## config.mk

```make
export PLATFORM = sky130hd
export DESIGN_NAME = wreg_init_guard
export DESIGN_NICKNAME = d
export VERILOG_FILES = /design/src/rtl/wig_pkg.sv /design/src/rtl/wig_valid_track.sv /design/src/rtl/wig_ptr_check.sv /design/src/rtl/wig_req_fsm.sv /design/src/rtl/wreg_init_guard.sv
export SDC_FILE = /design/constraint.sdc
export NUM_CORES = 1
export LEC_CHECK = 0
export BUFFER_PORTS_ARGS = -buffer_cell sky130_fd_sc_hd__buf_2
export CAP_MARGIN = 20
export CORE_ASPECT_RATIO = 1.2
export CORE_UTILIZATION = 40
export DETAILED_ROUTE_END_ITERATION = 8
export GPL_ROUTABILITY_DRIVEN = 0
export GPL_TIMING_DRIVEN = 0
export PLACE_DENSITY = 0.74
export SETUP_SLACK_MARGIN = 0.02
export SLEW_MARGIN = 0
export SYNTH_ARGS = -nofsm -noshare
export SYNTH_HDL_FRONTEND = slang
export SYNTH_SLANG_ARGS = --single-unit
```

## constraint.sdc

```tcl
create_clock -name clk -period 1.7 [get_ports clk]
set_input_delay 0.17 -clock clk [delete_from_list [all_inputs] [get_ports clk]]
set_output_delay 0.17 -clock clk [all_outputs]
set_load 0.02 [all_outputs]
```

## src/rtl/wig_pkg.sv

```systemverilog
package wig_pkg;
    // States of the request machine
    typedef enum logic [0:0] {
        ST_ARMED = 1'b0,
        ST_FIRE  = 1'b1
    } req_state_e;
endpackage

```

## src/rtl/wig_valid_track.sv

```systemverilog
module wig_valid_track #(
    parameter int NUM_REGS   = 16,
    parameter int EXEMPT_IDX = NUM_REGS - 1,
    localparam int IDX_W     = $clog2(NUM_REGS)
) (
    input  logic                clk,
    input  logic                rst_n,
    input  logic                soft_rst,
    input  logic                wr_en,
    input  logic [IDX_W-1:0]    wr_idx,
    output logic [NUM_REGS-1:0] valid_o
);
    // One flag per entry; the exempt entry is a constant one
    for (genvar i = 0; i < NUM_REGS; i++) begin : g_entry
        if (i == EXEMPT_IDX) begin : g_pinned
            assign valid_o[i] = 1'b1;
        end else begin : g_flag
            logic hit;
            logic flag_q;
            assign hit = wr_en && (wr_idx == IDX_W'(i));
            always_ff @(posedge clk or negedge rst_n) begin
                if (!rst_n) begin
                    flag_q <= 1'b0;
                end else if (soft_rst) begin
                    flag_q <= 1'b0;
                end else if (hit) begin
                    flag_q <= 1'b1;
                end
            end
            assign valid_o[i] = flag_q;
        end
    end
endmodule

```

## src/rtl/wig_ptr_check.sv

```systemverilog
module wig_ptr_check #(
    parameter int NUM_REGS = 16,
    localparam int IDX_W   = $clog2(NUM_REGS)
) (
    input  logic                soft_rst,
    input  logic                ptr_en,
    input  logic [IDX_W-1:0]    ptr_idx,
    input  logic [NUM_REGS-1:0] valid_i,
    output logic                violation_o
);
    // valid_i is the registered state, i.e. before any same-cycle write
    logic sel_valid;
    always_comb begin
        sel_valid = valid_i[ptr_idx];
        violation_o = ptr_en && !soft_rst && !sel_valid;
    end
endmodule

```

## src/rtl/wig_req_fsm.sv

```systemverilog
module wig_req_fsm
    import wig_pkg::*;
(
    input  logic clk,
    input  logic rst_n,
    input  logic soft_rst,
    input  logic violation_i,
    output logic req_o
);
    req_state_e state_q;
    req_state_e state_d;

    // State register
    always_ff @(posedge clk or negedge rst_n) begin
        if (!rst_n) begin
            state_q <= ST_ARMED;
        end else begin
            state_q <= state_d;
        end
    end

    // Transitions
    always_comb begin
        state_d = state_q;
        unique case (state_q)
            ST_ARMED: begin
                if (violation_i && !soft_rst) begin
                    state_d = ST_FIRE;
                end
            end
            ST_FIRE: begin
                state_d = ST_ARMED;
            end
            default: state_d = ST_ARMED;
        endcase
    end

    // Outputs
    always_comb begin
        req_o = 1'b0;
        unique case (state_q)
            ST_ARMED: req_o = 1'b0;
            ST_FIRE:  req_o = 1'b1;
            default:  req_o = 1'b0;
        endcase
    end
endmodule

```

## src/rtl/wreg_init_guard.sv

```systemverilog
module wreg_init_guard #(
    parameter int NUM_REGS   = 16,
    parameter int EXEMPT_IDX = NUM_REGS - 1,
    localparam int IDX_W     = $clog2(NUM_REGS)
) (
    input  logic                clk,
    input  logic                rst_n,
    input  logic                soft_rst,
    input  logic                wr_en,
    input  logic [IDX_W-1:0]    wr_idx,
    input  logic                ptr_en,
    input  logic [IDX_W-1:0]    ptr_idx,
    output logic                rst_req,
    output logic [NUM_REGS-1:0] reg_valid
);
    logic violation;

    wig_valid_track #(
        .NUM_REGS   (NUM_REGS),
        .EXEMPT_IDX (EXEMPT_IDX)
    ) u_track (
        .clk      (clk),
        .rst_n    (rst_n),
        .soft_rst (soft_rst),
        .wr_en    (wr_en),
        .wr_idx   (wr_idx),
        .valid_o  (reg_valid)
    );

    wig_ptr_check #(
        .NUM_REGS (NUM_REGS)
    ) u_check (
        .soft_rst    (soft_rst),
        .ptr_en      (ptr_en),
        .ptr_idx     (ptr_idx),
        .valid_i     (reg_valid),
        .violation_o (violation)
    );

    wig_req_fsm u_fsm (
        .clk         (clk),
        .rst_n       (rst_n),
        .soft_rst    (soft_rst),
        .violation_i (violation),
        .req_o       (rst_req)
    );
endmodule

```

==> metrics, run 1 <==
RSZ-0062 raised after global routing no; CP required 1930 ps; worst skew pair latency 280 ps; post-DR wirelength/cell 12.34 microns; worst setup path startpoint u_track.g_entry[10].g_flag.flag_q$_DFFE_PN0P_; placed cell count 146; worst-margin pin slew 539.9 ps; Reg clk slew, reported paths 100 ps; Worst IR Drop VDD 0.3441 mV; Syn Nets 103; Critical Path AT 1510 ps; Unique masters post-synth 23; die area 2388 sq um; share of layout cells above drive strength 1 42.15%; status finished clean; drt first pass iters 4; vias in the first global route 644; GR Util All Layers 17.17%; H-tree levels 1; # clock sinks 16; 1st-iter DRT viols 26; FMAX 0.7793 GHz; global-route wire length before repair 2.932 mm; DP HPWL 1.398 mm; DR vias 747; crit end category flip-flop; Area Growth Syn to Fin 24.36%; clk buf depth 2; Antenna Nets Post-Route 0; Final Non-Filler Cells 151; CTS root buf clkbuf_4; part of the Yosys area used for sequential elements 45.58%; largest net degree at the start of global routing 17; Avg Inst Size Synth 9.759 sq um; # diodes 0; gr ovfl total 0; Yosys reg bits 16; CP max stage cell dfrtp_1; die width 44.78 microns; Synth warnings 0; critical path cell sequence nor2b_2 > a211o_2 > a41oi_1 > o211a_1; Port Buf Inserts 26; Worst setup SP type flip-flop; Min-Delay Path Class input port to flip-flop; worst hold path startpoint ptr_idx[1]; fin crit period 1283 ps; Final #Nets 135; core box area 2072 sq um; Site Rows 18; final worst-path cycle share 75.48%; final WL 1.864 mm; final number of setup-violating endpoints 0; Num CTS Buffers 3; Crit Path Category flip-flop to flip-flop; leakage 0.6030 nW; Starting Density 42.39%; drt drc 0; Mapped Area 878.3 sq um; Die Y 53.33 microns; Boundary Pins 30; Slew Limit Fails 0; max incr delay on CP 400 ps; critical path peak fanout 3; reg-to-reg setup timing slack 420 ps; final-report hold violation count 0; Cell Pwr Density 697.5 nW/um^2; slew margin rel. 63.93%; TritonCTS clock tree built; max-cap violation count 0; DR vias/cell 4.947; Cells after Synth 90; setup TNS 0 ps; Fin Clk Skew 4.147 ps; Reg-to-Reg Start u_track.g_entry[10].g_flag.flag_q$_DFFE_PN0P_; initial antenna violation count 0
registers in the layout, indices dropped and copies added (netlist names):
name and cells:
u_track.g_entry.g_flag.flag_q 15, u_fsm.state_q 1
per-layer routing:
metal	global-route usage, %	share of wire (%)	up-vias
met5	0	0	-
met4	6.061	1.3	0
met3	2.048	5.2	2
met2	31.86	54	31
met1	19.83	40	355
li1	-	-	359
path summary, 6_finish.rpt:
| kind | end | cells after the start |
|---|---|---|
| worst max-delay path | u_fsm.state_q$_DFF_PN0_ | 4 |
| worst min-delay path | u_fsm.state_q$_DFF_PN0_ | 2 |
| worst max register to register | u_fsm.state_q$_DFF_PN0_ | 4 |
| worst min register to register | u_track.g_entry[10].g_flag.flag_q$_DFFE_PN0P_ | 2 |
| max in group asynchronous | u_track.g_entry[11].g_flag.flag_q$_DFFE_PN0P_ | 2 |
| min in group asynchronous | u_track.g_entry[1].g_flag.flag_q$_DFFE_PN0P_ | 2 |
worst max-delay path, delay by kind of cell, from the launching register on:
| kind | cells | cell delay, ps |
|---|---|---|
| AND/OR/NAND/NOR | 1 | 150 |
| flip-flops | 1 | 400 |
| AO/OA/AOI/OAI | 3 | 670 |
per-stage QoR:
stage | utilization [%] | setup WS, ps | cell area, sq um | total power [mW] | hold slack, ps
3_3_place_gp | 50.48 | 463.9 | 1046 | 0.5159 | 92.22
4_1_cts | 52.72 | 423.8 | 1092 | 0.7665 | 159.6
3_5_place_dp | 50.48 | 451.5 | 1046 | 0.5184 | 100.5
5_1_grt | 52.72 | 398.5 | 1092 | 0.8047 | 148.7
2_1_floorplan | - | 500.1 | 878.3 | 0.4721 | -125.6
6_report | 52.72 | 416.8 | 1092 | 0.7619 | 162.9
logic make-up (layout without fill, tap and decap cells):
kind of cell	Yosys count	in the layout	share of synthesized area [%]
compound gates	19	19	13.68
buf+inv	19	50	15.81
flops	16	16	45.58
mux	4	4	7.835
other cells	1	1	0.4269
simple gates	31	31	16.67
cell type report:
class,count,area [sq um]
Timing Repair Buffer,27,140.1
Fill cell,213,979.7
Multi-Input combinational cell,55,339.1
Clock buffer,4,36.28
Buffer,19,138.9
Sequential cell,16,400.4
Tap cell,30,37.54
placed cells by master (no fill, tap or decap), drive strengths merged, types with 2 or more instances in the layout:
master and count:
buf 43, nor2 19, dfrtp 16, a21oi 12
clkbuf 6, nand2 3, a31oi 3, nor2b 3
mux2i 2, nand3b 2, mux4 2
cells in the mapped netlist (all sizes together):
master | number | area [sq um]
and3b | 1 | 8.760
mux2i | 2 | 20.02
nor2 | 19 | 71.32
and3 | 1 | 6.260
nand3 | 1 | 5.000
mux4 | 2 | 48.80
buf | 17 | 131.4
dfrtp | 16 | 400.4
clkbuf | 2 | 7.510
nand2 | 3 | 11.26
conb | 1 | 3.750
nor3b | 1 | 7.510
a211o | 1 | 10.01
a31oi | 3 | 18.77
nand3b | 2 | 15.01
o211ai | 1 | 12.51
nor2b | 3 | 21.27
a21oi | 12 | 60.06
a41oi | 1 | 8.760
o211a | 1 | 10.01
power breakdown:
group	switching [mW]	internal [mW]	leakage (nW)
sequential	0.00680	0.389	0.221
combinational	0.0671	0.0501	0.361
clock	0.119	0.130	0.0210
what timing repair did:
action,4_1_cts,5_1_grt
hold buffers,1,0
gates resized for setup,0,0
endpoints found under the setup margin,0,0
buffers inserted,0,0
hold endpoints to repair,16,0
No activity file was read; power rests on OpenSTA's default activity.
==> run 2, diff against run 1 <==
==> constraint.sdc (replaced) <==
create_clock -name clk -period 1.3 [get_ports clk]
set_input_delay 0.13 -clock clk [delete_from_list [all_inputs] [get_ports clk]]
set_output_delay 0.13 -clock clk [all_outputs]
set_load 0.02 [all_outputs]
==> run 2 against run 1 <==
Global-route usage is the same. Hold slack lost 26 ps. Cell count grew 0.66%. Flip-flop and latch count unchanged. Clock power rose by 32%. Setup slack worse by 370 ps. Fmax is 2.6% higher. Combinational power grew 33%. Count of clock-buffer cells in the layout stayed put. Die area unchanged. Sequential share of layout area fell by 0.50 points.
==> metrics, run 2 (same netlist as run 1, synthesis figures left out) <==
status finished clean; Worst IR Drop VDD 0.4467 mV; largest net degree at the start of global routing 17; total power 1.002 mW; Port Buf Inserts 26; post-DR wirelength/cell 12.23 microns; Worst setup SP type flip-flop; GR Util All Layers 17.17%; worst skew pair latency 280 ps; die area 2388 sq um; final-report hold violation count 0; final number of setup-violating endpoints 0; gr ovfl total 0; Num CTS Buffers 3; leakage 0.6089 nW; setup TNS 0 ps; max reg flops 15; max-cap violation count 0; final worst-path cycle share 96.24%; Die Y 53.33 microns; Starting Density 42.39%; drt drc 0; final WL 1.859 mm; Cell Pwr Density 904.8 nW/um^2; crit end category flip-flop; core box area 2072 sq um; Regs by FF count u_track.g_entry.g_flag.flag_q: 15 flops, u_fsm.state_q: 1 flops; die width 44.78 microns; Critical Path AT 1480 ps; CTS root buf clkbuf_4; Site Rows 18; Top reg by flops u_track.g_entry.g_flag.flag_q; # diodes 0; Slew Limit Fails 0; vias in the first global route 644; DR vias/cell 4.868; most common cell after layout, fill and taps aside buf_2; Min-Delay Path Class input port to flip-flop; clk buf depth 2; most frequent cells in the layout buf_2, nor2_1, buf_4; FMAX 0.7993 GHz; global-route wire length before repair 2.932 mm; TritonCTS clock tree built; DR vias 740; # clock sinks 16; worst-margin pin slew 539.5 ps; Reg clk slew, reported paths 100 ps; Crit Path Category flip-flop to flip-flop; fin crit period 1251 ps; H-tree levels 1; CP required 1530 ps; Antenna Nets Post-Route 0; critical path peak fanout 3; Boundary Pins 30; 1st-iter DRT viols 13; Fin Clk Skew 0.8169 ps; drt first pass iters 4; Final #Nets 136; DP HPWL 1.398 mm; slew margin rel. 63.96%; RSZ-0062 raised after global routing no; Area Growth Syn to Fin 26.07%; share of layout cells above drive strength 1 43.44%; initial antenna violation count 0
[run 2: cell types whose count changed in the layout (fill, tap and decap cells not counted), sizes merged]
cell / before / now
buf: 43 / 44
[run 2: cell type report]
cell class,instances,area (sq um)
clock buffers,4,36.28
flip-flops and latches,16,400.4
fillers,215,964.7
multi-input cells,55,346.6
plain buffers,19,138.9
repair buffers,28,147.6
well taps,30,37.54
[run 2: final timing paths]
| check | start | end | slack, ps | cells past startpoint |
|---|---|---|---|---|
| hold / removal | ptr_idx[1] | u_fsm.state_q$_DFF_PN0_ | 140 | 2 |
| max in group asynchronous | rst_n | u_track.g_entry[8].g_flag.flag_q$_DFFE_PN0P_ | 760 | 2 |
| setup reg to reg | u_track.g_entry[10].g_flag.flag_q$_DFFE_PN0P_ | u_fsm.state_q$_DFF_PN0_ | 50 | 4 |
| hold reg to reg | u_track.g_entry[6].g_flag.flag_q$_DFFE_PN0P_ | u_track.g_entry[6].g_flag.flag_q$_DFFE_PN0P_ | 540 | 2 |
| setup / recovery | u_track.g_entry[10].g_flag.flag_q$_DFFE_PN0P_ | u_fsm.state_q$_DFF_PN0_ | 50 | 4 |
| min in group asynchronous | rst_n | u_track.g_entry[6].g_flag.flag_q$_DFFE_PN0P_ | 280 | 2 |
[run 2: metal layers]
layer | track usage (%) | up-vias | part of all wire, %
li1 | - | 361 | -
met1 | 19.83 | 346 | 40
met2 | 31.86 | 29 | 54
met3 | 2.048 | 4 | 4.5
met4 | 6.061 | 0 | 1.2
met5 | 0 | - | 0
[run 2: worst max-delay path: stages, from the launching register on]
cell	delay, ps
dfrtp_1	400
nor2b_2	150
a211o_2	310
a41oi_2	190
o211a_1	160
[run 2: per-stage QoR]
step	area (sq um)	instances	hold WS, ps	worst slack, ps	util, %
floorplan	878.3	90	-165.6	100.1	-
global placement	1046	146	52.22	63.89	50.48
detailed placement	1046	146	60.49	51.45	50.48
CTS	1092	151	119.6	23.76	52.72
global route	1107	152	120.4	21.62	53.44
finish	1107	152	137.2	48.87	53.44
[run 2: what timing repair did]
action / CTS / global route
hold buffers: 1 / 0
hold endpoints to repair: 16 / 0
gates resized for setup: 0 / 1
setup buffers: 0 / 1
setup endpoints to repair: 0 / 1
[run 2: report_power, final]
group | switching, mW | internal (mW) | total, mW
Clock | 0.158 | 0.170 | 0.328
Sequential | 0.00873 | 0.509 | 0.518
Combinational | 0.0890 | 0.0669 | 0.156
Total | 0.256 | 0.746 | 1.00
